--- src/rtl/hc_cmd_pkg.sv ---
package hc_cmd_pkg;
  localparam int BIT_RST  = 1;
  localparam int BIT_INTE = 2;
  localparam int BIT_HSEE = 3;
  localparam int BIT_LRST = 7;
  localparam int BIT_SAVE = 8;
  localparam int BIT_RSTR = 9;
  localparam int MIN_W    = BIT_RSTR + 1;
endpackage

--- src/rtl/hc_cmd_rst.sv ---
module hc_cmd_rst #(
  parameter bit LIGHT_EN = 1'b1
) (
  input  logic clk,
  input  logic rst,
  input  logic wr_en,
  input  logic wr_rst,
  input  logic wr_light,
  input  logic halted_i,
  input  logic reset_done_i,
  input  logic light_done_i,
  output logic reset_busy,
  output logic reset_start,
  output logic reset_req_o,
  output logic light_busy,
  output logic light_req_o
);
  assign reset_start = wr_en && wr_rst && halted_i && !reset_busy;

  always_ff @(posedge clk) begin
    if (rst) begin
      reset_busy  <= 1'b0;
      reset_req_o <= 1'b0;
    end else begin
      reset_req_o <= reset_start;
      if (reset_start)
        reset_busy <= 1'b1;
      else if (reset_done_i)
        reset_busy <= 1'b0;
    end
  end

  AST_RST_NOABORT: assert property (@(posedge clk) disable iff (rst)
    reset_busy && !reset_done_i |=> reset_busy);
  AST_RST_INTERLOCK: assert property (@(posedge clk) disable iff (rst)
    $rose(reset_busy) |-> $past(halted_i));
  AST_RST_PULSE: assert property (@(posedge clk) disable iff (rst)
    reset_req_o |=> !reset_req_o);

  generate
    if (LIGHT_EN) begin : g_light
      logic light_start;
      assign light_start = wr_en && wr_light && !reset_busy && !reset_start && !light_busy;
      always_ff @(posedge clk) begin
        if (rst || reset_start) begin
          light_busy  <= 1'b0;
          light_req_o <= 1'b0;
        end else begin
          light_req_o <= light_start;
          if (light_start)
            light_busy <= 1'b1;
          else if (light_done_i)
            light_busy <= 1'b0;
        end
      end
      AST_LRST_HOLD: assert property (@(posedge clk) disable iff (rst)
        light_busy && !light_done_i && !reset_start |=> light_busy);
    end else begin : g_nolight
      logic unused_light;
      assign unused_light = wr_light ^ light_done_i;
      assign light_busy   = 1'b0;
      assign light_req_o  = 1'b0;
    end
  endgenerate
endmodule

--- src/rtl/hc_cmd_ss.sv ---
module hc_cmd_ss (
  input  logic clk,
  input  logic rst,
  input  logic wr_en,
  input  logic wr_save,
  input  logic wr_rstr,
  input  logic block,
  input  logic flush,
  input  logic save_done_i,
  input  logic restore_done_i,
  output logic save_busy,
  output logic restore_busy,
  output logic save_req,
  output logic restore_req
);
  logic idle, save_start, restore_start;

  assign idle          = !save_busy && !restore_busy && !block && !flush;
  assign save_start    = wr_en && wr_save && idle;
  assign restore_start = wr_en && wr_rstr && !wr_save && idle;

  always_ff @(posedge clk) begin
    if (rst || flush) begin
      save_busy    <= 1'b0;
      restore_busy <= 1'b0;
      save_req     <= 1'b0;
      restore_req  <= 1'b0;
    end else begin
      save_req    <= save_start;
      restore_req <= restore_start;
      if (save_start)
        save_busy <= 1'b1;
      else if (save_done_i)
        save_busy <= 1'b0;
      if (restore_start)
        restore_busy <= 1'b1;
      else if (restore_done_i)
        restore_busy <= 1'b0;
    end
  end

  AST_SS_ONE: assert property (@(posedge clk) disable iff (rst)
    !(save_busy && restore_busy));
  AST_SAVE_HOLD: assert property (@(posedge clk) disable iff (rst)
    save_busy && !save_done_i && !flush |=> save_busy);
  AST_RSTR_HOLD: assert property (@(posedge clk) disable iff (rst)
    restore_busy && !restore_done_i && !flush |=> restore_busy);
  AST_SAVE_PULSE: assert property (@(posedge clk) disable iff (rst)
    save_req |=> !save_req);
endmodule

--- src/rtl/hc_cmd_gate.sv ---
module hc_cmd_gate #(
  parameter int NUM_INTR = 2
) (
  input  logic                clk,
  input  logic                rst,
  input  logic                wr_en,
  input  logic                wr_inte,
  input  logic                wr_hsee,
  input  logic                block,
  input  logic                flush,
  input  logic                hse_status_i,
  input  logic [NUM_INTR-1:0] intr_req_i,
  output logic                inte,
  output logic                hsee,
  output logic                sys_err_o,
  output logic [NUM_INTR-1:0] intr_o
);
  always_ff @(posedge clk) begin
    if (rst || flush) begin
      inte <= 1'b0;
      hsee <= 1'b0;
    end else if (wr_en && !block) begin
      inte <= wr_inte;
      hsee <= wr_hsee;
    end
  end

  always_ff @(posedge clk) begin
    if (rst) sys_err_o <= 1'b0;
    else     sys_err_o <= hsee && hse_status_i;
  end

  generate
    for (genvar g = 0; g < NUM_INTR; g++) begin : g_intr
      always_ff @(posedge clk) begin
        if (rst) intr_o[g] <= 1'b0;
        else     intr_o[g] <= intr_req_i[g] && inte;
      end
    end
  endgenerate

  AST_SYSERR_GATE: assert property (@(posedge clk) disable iff (rst)
    sys_err_o |-> $past(hsee) && $past(hse_status_i));
  AST_INTR_GATE: assert property (@(posedge clk) disable iff (rst)
    (|intr_o) |-> $past(inte));
endmodule

--- src/rtl/hc_cmd_reg.sv ---
module hc_cmd_reg
  import hc_cmd_pkg::*;
#(
  parameter int DATA_W   = 32,
  parameter int NUM_INTR = 2,
  parameter bit LIGHT_EN = 1'b1
) (
  input  logic                clk,
  input  logic                rst,
  input  logic                wr_en,
  input  logic [DATA_W-1:0]   wr_data,
  output logic [DATA_W-1:0]   rd_data,
  input  logic                halted_i,
  input  logic                hse_status_i,
  input  logic [NUM_INTR-1:0] intr_req_i,
  input  logic                save_done_i,
  input  logic                restore_done_i,
  input  logic                reset_done_i,
  input  logic                light_done_i,
  output logic                save_req_o,
  output logic                restore_req_o,
  output logic                reset_req_o,
  output logic                light_req_o,
  output logic                save_busy_o,
  output logic                restore_busy_o,
  output logic                sys_err_o,
  output logic [NUM_INTR-1:0] intr_o
);
  localparam int PAD_W = DATA_W - MIN_W;

  logic reset_busy, reset_start, light_busy;
  logic save_busy, restore_busy, inte, hsee;
  logic unused_wr;

  assign unused_wr = ^wr_data;

  hc_cmd_rst #(.LIGHT_EN(LIGHT_EN)) rst_i (
    .clk          (clk),
    .rst          (rst),
    .wr_en        (wr_en),
    .wr_rst       (wr_data[BIT_RST]),
    .wr_light     (wr_data[BIT_LRST]),
    .halted_i     (halted_i),
    .reset_done_i (reset_done_i),
    .light_done_i (light_done_i),
    .reset_busy   (reset_busy),
    .reset_start  (reset_start),
    .reset_req_o  (reset_req_o),
    .light_busy   (light_busy),
    .light_req_o  (light_req_o)
  );

  hc_cmd_ss ss_i (
    .clk            (clk),
    .rst            (rst),
    .wr_en          (wr_en),
    .wr_save        (wr_data[BIT_SAVE]),
    .wr_rstr        (wr_data[BIT_RSTR]),
    .block          (reset_busy),
    .flush          (reset_start),
    .save_done_i    (save_done_i),
    .restore_done_i (restore_done_i),
    .save_busy      (save_busy),
    .restore_busy   (restore_busy),
    .save_req       (save_req_o),
    .restore_req    (restore_req_o)
  );

  hc_cmd_gate #(.NUM_INTR(NUM_INTR)) gate_i (
    .clk          (clk),
    .rst          (rst),
    .wr_en        (wr_en),
    .wr_inte      (wr_data[BIT_INTE]),
    .wr_hsee      (wr_data[BIT_HSEE]),
    .block        (reset_busy),
    .flush        (reset_start),
    .hse_status_i (hse_status_i),
    .intr_req_i   (intr_req_i),
    .inte         (inte),
    .hsee         (hsee),
    .sys_err_o    (sys_err_o),
    .intr_o       (intr_o)
  );

  assign save_busy_o    = save_busy;
  assign restore_busy_o = restore_busy;

  always_comb begin
    rd_data           = {{PAD_W{1'b0}}, {MIN_W{1'b0}}};
    rd_data[BIT_RST]  = reset_busy;
    rd_data[BIT_INTE] = inte;
    rd_data[BIT_HSEE] = hsee;
    rd_data[BIT_LRST] = light_busy;
    rd_data[BIT_SAVE] = save_busy;
    rd_data[BIT_RSTR] = restore_busy;
  end

  AST_DROP_IN_RESET: assert property (@(posedge clk) disable iff (rst)
    reset_busy |=> $stable({inte, hsee, save_busy, restore_busy, light_busy}));
  AST_FLUSH_CLEARS: assert property (@(posedge clk) disable iff (rst)
    $rose(reset_busy) |-> !save_busy && !restore_busy && !inte && !hsee);
endmodule

--- config.mk ---
export PLATFORM = sky130hd
export DESIGN_NAME = hc_cmd_reg
export DESIGN_NICKNAME = d
export VERILOG_FILES = /design/src/rtl/hc_cmd_pkg.sv /design/src/rtl/hc_cmd_rst.sv /design/src/rtl/hc_cmd_ss.sv /design/src/rtl/hc_cmd_gate.sv /design/src/rtl/hc_cmd_reg.sv
export SDC_FILE = /design/constraint.sdc
export NUM_CORES = 1
export LEC_CHECK = 0
export BUFFER_PORTS_ARGS = -buffer_cell sky130_fd_sc_hd__clkbuf_2
export CAP_MARGIN = 15
export CORE_ASPECT_RATIO = 1.75
export CORE_MARGIN = 2
export CORE_UTILIZATION = 29
export CTS_BUF_LIST = sky130_fd_sc_hd__clkbuf_16
export DETAILED_ROUTE_END_ITERATION = 12
export GPL_TIMING_DRIVEN = 0
export PLACE_DENSITY = 0.74
export SLEW_MARGIN = 20
export SYNTH_ARGS = -nofsm -noshare
export SYNTH_HDL_FRONTEND = slang
export SYNTH_SLANG_ARGS = --single-unit
--- constraint.sdc ---
create_clock -name clk -period 1 [get_ports clk]
set_clock_uncertainty 0.1 [all_clocks]
set_input_delay 0 -clock clk [delete_from_list [all_inputs] [get_ports clk]]
set_output_delay 0 -clock clk [all_outputs]
set_load 0.02 [all_outputs]
After elaboration in Yosys (flattened, before gate mapping):

Index checks and enable logic that the tools add are counted.

* multiplexer cells: 8
* reduce and logical (&&, ||, !) cells: 30

Operators by type and width (number)
* $logic_and 1x1->1: 19
* $mux 1: 8
* $reduce_bool 2->1: 4
* $logic_not 1->1: 6
* $logic_or 1x1->1: 1

* output and inout bits: 41
* logic and storage cells: 51
* register bits after elaboration: 13
* input port bits: 43

Logic depth before layout (Yosys ltp):

Gate-level depths: netlist (run 1).

* depth after elaboration: 7
* depth in mapped cells: 4
* mapped depth without buffers: 3

By module:

A second synthesis (run 1) with hierarchy kept.

* cell total of the unflattened synthesis: 75
* area total of the unflattened synthesis: 724.4 um2

By module, submodules not included
* hc_cmd_reg: instances 1, seq. area each 0.0 um2, cells an instance 33, area each 244.0 um2
* hc_cmd_gate: instances 1, seq. area each 100.1 um2, cells an instance 13, area each 170.2 um2
* hc_cmd_ss: instances 1, seq. area each 80.1 um2, cells an instance 14, area each 162.7 um2
* hc_cmd_rst: instances 1, seq. area each 80.1 um2, cells an instance 15, area each 147.6 um2

Least setup slack after synthesis (run 1):

OpenSTA, ideal clock, no wires.

* kind: register -> register
* start point: reg ss_i.restore_busy
* end point: reg ss_i.restore_busy
* library setup time: 66 ps
* stages on the path, launching flop included: 4
* required time: 834 ps
* clock period less this slack: 1105 ps
* slack: -105 ps
* data arrival time: 939 ps
* path buffers: 0
* cells stage by stage: dfxtp_1 > nor4b_2 > nand3b_1 > a21oi_2

* word-level cells in the longest chain between the ends: 6
* elaborated cells on any way between the ends: 7
* classes of those cells: mux: 1; reduce/logical: 6

RTL lines
* start: declaration: line hc_cmd_ss.sv:12 `output logic restore_busy,`
* start signal: assignment: line hc_cmd_ss.sv:25 `restore_busy <= 1'b0;`
* start signal: assignment: line hc_cmd_ss.sv:36 `restore_busy <= 1'b1;`
* start signal: assignment: line hc_cmd_ss.sv:38 `restore_busy <= 1'b0;`
* $logic_not 1->1 (*): line hc_cmd_ss.sv:18 `assign idle = !save_busy && !restore_busy && !block && !flush;`
* $logic_and 1x1->1 (*) (3 in a row): line hc_cmd_ss.sv:18
* $logic_and 1x1->1 (*): line hc_cmd_ss.sv:20 `assign restore_start = wr_en && wr_rstr && !wr_save && idle;`
* $mux 1 or $reduce_bool 2->1 (tied branches)

Every way passes the cells marked *; elsewhere a longest branch is shown, timed or not.
A chain may end at the register's enable or synchronous reset.

Worst setup path in the final report (run 1):

* start point: reg ss_i.save_busy
* end point: reg ss_i.save_busy

* word-level cells in the longest chain between the ends: 6
* elaborated cells on any way between the ends: 7
* classes of those cells: mux: 1; reduce/logical: 6

RTL lines
* start: declaration: line hc_cmd_ss.sv:11 `output logic save_busy,`
* start signal: assignment: line hc_cmd_ss.sv:24 `save_busy <= 1'b0;`
* start signal: assignment: line hc_cmd_ss.sv:32 `save_busy <= 1'b1;`
* start signal: assignment: line hc_cmd_ss.sv:34 `save_busy <= 1'b0;`
* $logic_not 1->1 (*): line hc_cmd_ss.sv:18
* $logic_and 1x1->1 (*) (3 in a row): line hc_cmd_ss.sv:18
* $logic_and 1x1->1 (*): line hc_cmd_ss.sv:19 `assign save_start = wr_en && wr_save && idle;`
* $mux 1 or $reduce_bool 2->1 (tied branches)

Marked as above.

==> flow_summary.toml, run 1 <==
[status]
status = "complete, but fails checks"
violations = "negative setup slack"

[clock_network]
htreeDepth = 1
numCtsBuffers = 3
cts_num_sinks = 13
clk_pin_slew_ps = 40
cts_tree = "yes"
clockBufferDepth = 2
cts-root-buf = "clkbuf_16"
clk_latency_ps = 230

[sta]
hold_viol = 0
hold_ws_ps = 29.6
post-route-min-period_ps = 1090
final_max_slew_viol_count = 0
rsz0062_at_grt = "true"
setup_slack_ps = -87.6
post-route-period-util_pct = 109
finalSetupViolations = 9
max_freq_ghz = 0.919

[hold_path]
hp-start = "wr_data[1]"
worstHoldPathCells = 4
holdCritPathClass = "in -> reg"
holdPathEnd = "rst_i.reset_req_o"

[cells_and_area]
antennaDiodeCount = 0
final_core_utilization_pct = 54.5
stdcell_area_um2 = 1240
syn_to_final_growth_pct = 79.5
final_layout_size_suffix_gt1_share_pct = 54.7
seqCellArea_um2 = 272
multi_input_area_um2 = 297
nets = 194
fillers = 200

[logic_synthesis]
yosysWarnings = 0
synth_area_per_cell_um2 = 9.33
synth.distinct_cells = 14
ys_seq_elements = 13
synth_cells = 74
syn_area_um2 = 691
synth_seq_area_share_pct = 37.7

[place]
hpwl_mm = 1.09
place_area_um2 = 990
port-buffer-count = 31
pre_cts_ws_ps = -119
gp_congestion = 0.644

[power]
p_leak_nw = 0.691
powerDensity_nw_per_um2 = 1340
p_total_mw = 1.66
irDropWorstVdd_mv = 0.737

[global_route]
grt_max_degree = 9
grt_use_total_pct = 10.6
grt_pass1_wl_mm = 2.00
grt_pass1_vias = 550
antenna_found_initial = 0
grt_overflow = 0

[die]
initial_utilization_pct = 30.4
dieArea_um2 = 2800
ios = 84
rows = 23
core_area_um2 = 2270
die_w_um = 40.9
die_h_um = 68.6

[worst_setup_path]
cp_cell_sequence = "nor4b_4 > nand2_1 > a21oi_2"
crit_path_start_kind = "register"
cp_top_family = "simple AND/OR/NAND/NOR gates"
cp.required_ps = 1070
worst-path-buf-inv = 0
path_max_fanout = 3
r2r_start = "ss_i.save_busy"
slowest_delay_ps = 350
r2r_cells = 3
ff2ff_setup_slack_ps = -90
crit_type = "reg -> reg"
rr_endpoint = "ss_i.save_busy"
crit_path_end_kind = "register"
arrival_ps = 1150
crit_path_top_delay_cell = "dfxtp_4"

[drt]
drtIter0Drc = 2
dr.pass1.iters = 2
drtAntennaViolNets = 0
routed_wirelength_mm = 1.40
vias = 620
post_drt_wl_per_cell_um = 8.01
drc = 0
avgViaCountPerCell = 3.54

[flow_run]
max_cap_viol_count = 0
==> metal layers <==
layer,wire length (um),vias to the layer above,share of wire [%],global-route usage (%)
li1,-,328,-,-
met1,482,252,34,11.1
met2,762,38,54,17.4
met3,145,2,10,3.21
met4,11,0,0.78,6.25
met5,0,-,0,0
==> final cells by class <==
type	instances	area share [%]
Tap cell	25	2.52
Clock inverter	1	0.303
Multi-Input combinational cell	53	23.9
Buffer	33	20.3
Clock buffer	3	6.05
Timing Repair Buffer	47	25.0
Sequential cell	13	21.9
==> cells by family (layout without fill, tap and decap cells) <==
| group | after synthesis | count (layout) | synth area share (%) |
|---|---|---|---|
| AOI/OAI and AO/OA | 4 | 4 | 4.53 |
| muxes | 2 | 2 | 2.90 |
| DFF | 13 | 13 | 37.7 |
| and+or+nand+nor | 21 | 21 | 18.5 |
| buffers and inverters | 33 | 84 | 35.9 |
| other | 1 | 26 | 0.543 |
==> placed cells by master (no fill, tap or decap), drive strengths merged <==
master,synthesis,layout
buf,33,36
clkbuf,0,33
conb,1,26
dlygate4sd3,0,14
dfxtp,13,13
nor2,7,7
nand2b,5,5
a21oi,4,4
and3b,2,2
nand3b,2,2
mux2i,2,2
nand2,2,2
nand4b,1,1
nor4b,1,1
nor2b,1,1
inv,0,1
==> cells in the mapped netlist, drive strengths merged <==
| cell | number | area share [%] |
|---|---|---|
| nor2 | 7 | 3.8 |
| nor2b | 1 | 0.91 |
| dfxtp | 13 | 38 |
| conb | 1 | 0.54 |
| nor4b | 1 | 2.2 |
| nand3b | 2 | 2.2 |
| buf | 33 | 36 |
| mux2i | 2 | 2.9 |
| a21oi | 4 | 4.5 |
| nand2 | 2 | 1.1 |
| and3b | 2 | 2.5 |
| nand2b | 5 | 4.5 |
| nand4b | 1 | 1.3 |
==> flip-flops by register name (all words and copies together) (netlist names) <==
signal             flops
gate_i.hsee            1
gate_i.inte            1
gate_i.intr_o          2
gate_i.sys_err_o       1
rst_i.light_busy       1
rst_i.light_req_o      1
rst_i.reset_busy       1
rst_i.reset_req_o      1
ss_i.restore_busy      1
ss_i.restore_req       1
ss_i.save_busy         1
ss_i.save_req          1
==> metrics by stage <==
step | setup TNS [ps] | cells
after floorplan | -73.8 | 99
after global placement | -721 | 155
after detailed placement | -676 | 155
after CTS | -400 | 174
after global routing | -947 | 175
final | -493 | 175
==> where the power goes <==
group | total, mW | switching [mW] | internal [mW]
logic | 0.386 | 0.192 | 0.194
registers | 0.555 | 0.0153 | 0.540
clock network | 0.719 | 0.194 | 0.525
==> worst reg2reg max path, delay by kind of cell (launching register included) <==
family,cells,cell delay (ps)
DFF,1,350
AOI/OAI and AO/OA,1,140
and+or+nand+nor,2,430
==> how the worst max path moves through the flow <==
stage                           startpoint           endpoint  slack [ps]  cells past startpoint
after floorplan             ss_i.save_busy  ss_i.restore_busy         -30                      3
after global placement    rst_i.reset_busy        gate_i.inte        -130                      3
after detailed placement  rst_i.reset_busy        gate_i.inte        -120                      3
after CTS                   ss_i.save_busy  ss_i.restore_busy         -90                      3
after global routing        ss_i.save_busy  ss_i.restore_busy        -130                      3
final                       ss_i.save_busy     ss_i.save_busy         -90                      3
==> timing repair <==
| action | 4_1_cts | 5_1_grt |
|---|---|---|
| setup endpoints to repair | 8 | 14 |
| buffers inserted | 1 | 1 |
| resized for setup | 1 | 7 |
| hold endpoints to repair | 13 | 0 |
| hold buffers | 14 | 0 |
| pin swaps | 2 | 3 |
Note: power is estimated with default switching activity, not from simulation.
==> inputs of run 2 (changes only) <==
--- a/config.mk
+++ b/config.mk
@@ -10,7 +10,6 @@
 export CORE_ASPECT_RATIO = 1.75
 export CORE_MARGIN = 2
 export CORE_UTILIZATION = 29
-export CTS_BUF_LIST = sky130_fd_sc_hd__clkbuf_16
 export DETAILED_ROUTE_END_ITERATION = 12
 export GPL_TIMING_DRIVEN = 0
 export PLACE_DENSITY = 0.74
==> run 2 against run 1 <==
The run still ends with negative setup slack left. Clock power decreased by 37%. Largest cell class unchanged. Final area fell by 1.7%. Routed wire length up 2.4%. Global-route usage decreased by 0.062 points. Sequential share of layout area grew 0.48 points. Critical path type unchanged. Fmax about the same. Final cell count unchanged. Largest power group is now sequential cells. Combinational power grew 1%. Sequential power barely moved. Non-clock buffer count is the same. First-iteration DRC count rose to 2.5 times the previous value.
==> flow_summary.toml, run 2 (synthesis gave the netlist of run 1 again) <==
[worst_setup_path]
crit_type = "reg -> reg"
r2r_cells = 3
ff2ff_setup_slack_ps = -90
path_max_fanout = 3
crit_path_end_kind = "register"
crit_path_start_kind = "register"
cp.required_ps = 1070
r2r_start = "ss_i.save_busy"
rr_endpoint = "ss_i.save_busy"
arrival_ps = 1160

[global_route]
grt_pass1_vias = 548
antenna_found_initial = 0
grt_use_total_pct = 10.5
grt_max_degree = 9
grt_pass1_wl_mm = 1.99
grt_overflow = 0

[drt]
routed_wirelength_mm = 1.44
vias = 622
drc = 0
drtIter0Drc = 5
post_drt_wl_per_cell_um = 8.21
drtAntennaViolNets = 0
avgViaCountPerCell = 3.55
dr.pass1.iters = 2

[clock_network]
numCtsBuffers = 3
clockBufferDepth = 2
cts_num_sinks = 13
cts_tree = "yes"
htreeDepth = 1
clk_pin_slew_ps = 50
cts-root-buf = "clkbuf_8"
clk_latency_ps = 230

[sta]
finalSetupViolations = 9
final_max_slew_viol_count = 0
setup_slack_ps = -87.5
rsz0062_at_grt = "true"
max_freq_ghz = 0.920
hold_viol = 0
post-route-period-util_pct = 109
post-route-min-period_ps = 1090

[cells_and_area]
antennaDiodeCount = 0
nets = 194
stdcell_area_um2 = 1220
top_register = "gate_i.intr_o"
final_core_utilization_pct = 53.6
layout_commonest_cell = "buf_4"
final_layout_size_suffix_gt1_share_pct = 55.3
instances_no_fill = 175
syn_to_final_growth_pct = 76.4
final_cell_mix = "buf_4, clkbuf_2, conb_1"
largest_reg_flops = 2

[die]
rows = 23
core_area_um2 = 2270
dieArea_um2 = 2800
initial_utilization_pct = 30.4
die_h_um = 68.6
die_w_um = 40.9
ios = 84

[place]
pre_cts_ws_ps = -119
port-buffer-count = 31
hpwl_mm = 1.09
dpl.cell_count = 155
place_area_um2 = 990
gp_congestion = 0.644

[power]
switchingPower_mw = 0.381
p_total_mw = 1.40
p_int_mw = 1.02
p_clk_share_pct = 32.3
p_leak_nw = 0.678
seq_power_share_pct = 39.7
p_sw_share_pct = 27.3
combPwrFrac_pct = 28.0
powerDensity_nw_per_um2 = 1150
irDropWorstVdd_mv = 0.673

[status]
status = "complete, but fails checks"
violations = "negative setup slack"

[hold_path]
hp-start = "wr_data[1]"
holdCritPathClass = "in -> reg"
holdPathEnd = "rst_i.reset_req_o"
worstHoldPathCells = 4

[flow_run]
max_cap_viol_count = 0
run 2: cell types whose count changed in the layout (fill, tap and decap cells not counted), sizes merged:
| cell | before | now |
|---|---|---|
| clkbuf | 33 | 34 |
| inv | 1 | 0 |
run 2: worst max-delay path: stages, from the launching register on:
cell	delay (ps)
dfxtp_4	350
nor4b_4	290
nand2_1	140
a21oi_2	140
run 2: cell type report:
class                           count  area, um2
Buffer                             33        251
Clock buffer                        4       45.0
Multi-Input combinational cell     53        302
Timing Repair Buffer               47        317
Sequential cell                    13        273
Tap cell                           25       31.3
Fill cell                         205       1050
run 2: power by group through the flow:
stage / Clock (mW) / Combinational, mW / Sequential [mW]
floorplan: 0 / 0.251 / 0.578
CTS: 0.470 / 0.375 / 0.556
finish: 0.452 / 0.391 / 0.555
global route: 0.498 / 0.421 / 0.558
detailed placement: 0 / 0.328 / 0.566
global placement: 0 / 0.327 / 0.565
run 2: worst max-delay path by stage:
stage                          start           endpoint  slack (ps)  cells past startpoint
global route        rst_i.reset_busy  ss_i.restore_busy        -130                      3
global placement    rst_i.reset_busy        gate_i.inte        -130                      3
finish                ss_i.save_busy     ss_i.save_busy         -90                      3
CTS                   ss_i.save_busy  ss_i.restore_busy        -100                      3
floorplan             ss_i.save_busy  ss_i.restore_busy         -30                      3
detailed placement  rst_i.reset_busy        gate_i.inte        -120                      3
run 2: per-stage QoR:
stage	hold slack (ps)	TNS [ps]
after global routing	39.9	-1000
after global placement	120	-721
after detailed placement	123	-676
final	31.5	-537
after floorplan	-38.3	-73.8
after CTS	16.0	-417
run 2: layer usage:
metal	GRT usage (%)	vias up	wire, um
met5	0	-	0
met4	6.25	0	11
met3	3.21	2	144
met2	17.2	38	747
met1	11.1	254	532
li1	-	328	-
run 2: what timing repair did:
item,CTS,global route
setup endpoints to repair,8,14
pin swaps,2,4
buffers inserted,1,1
hold endpoints to repair,13,0
resized for setup,1,11
hold buffers,14,0
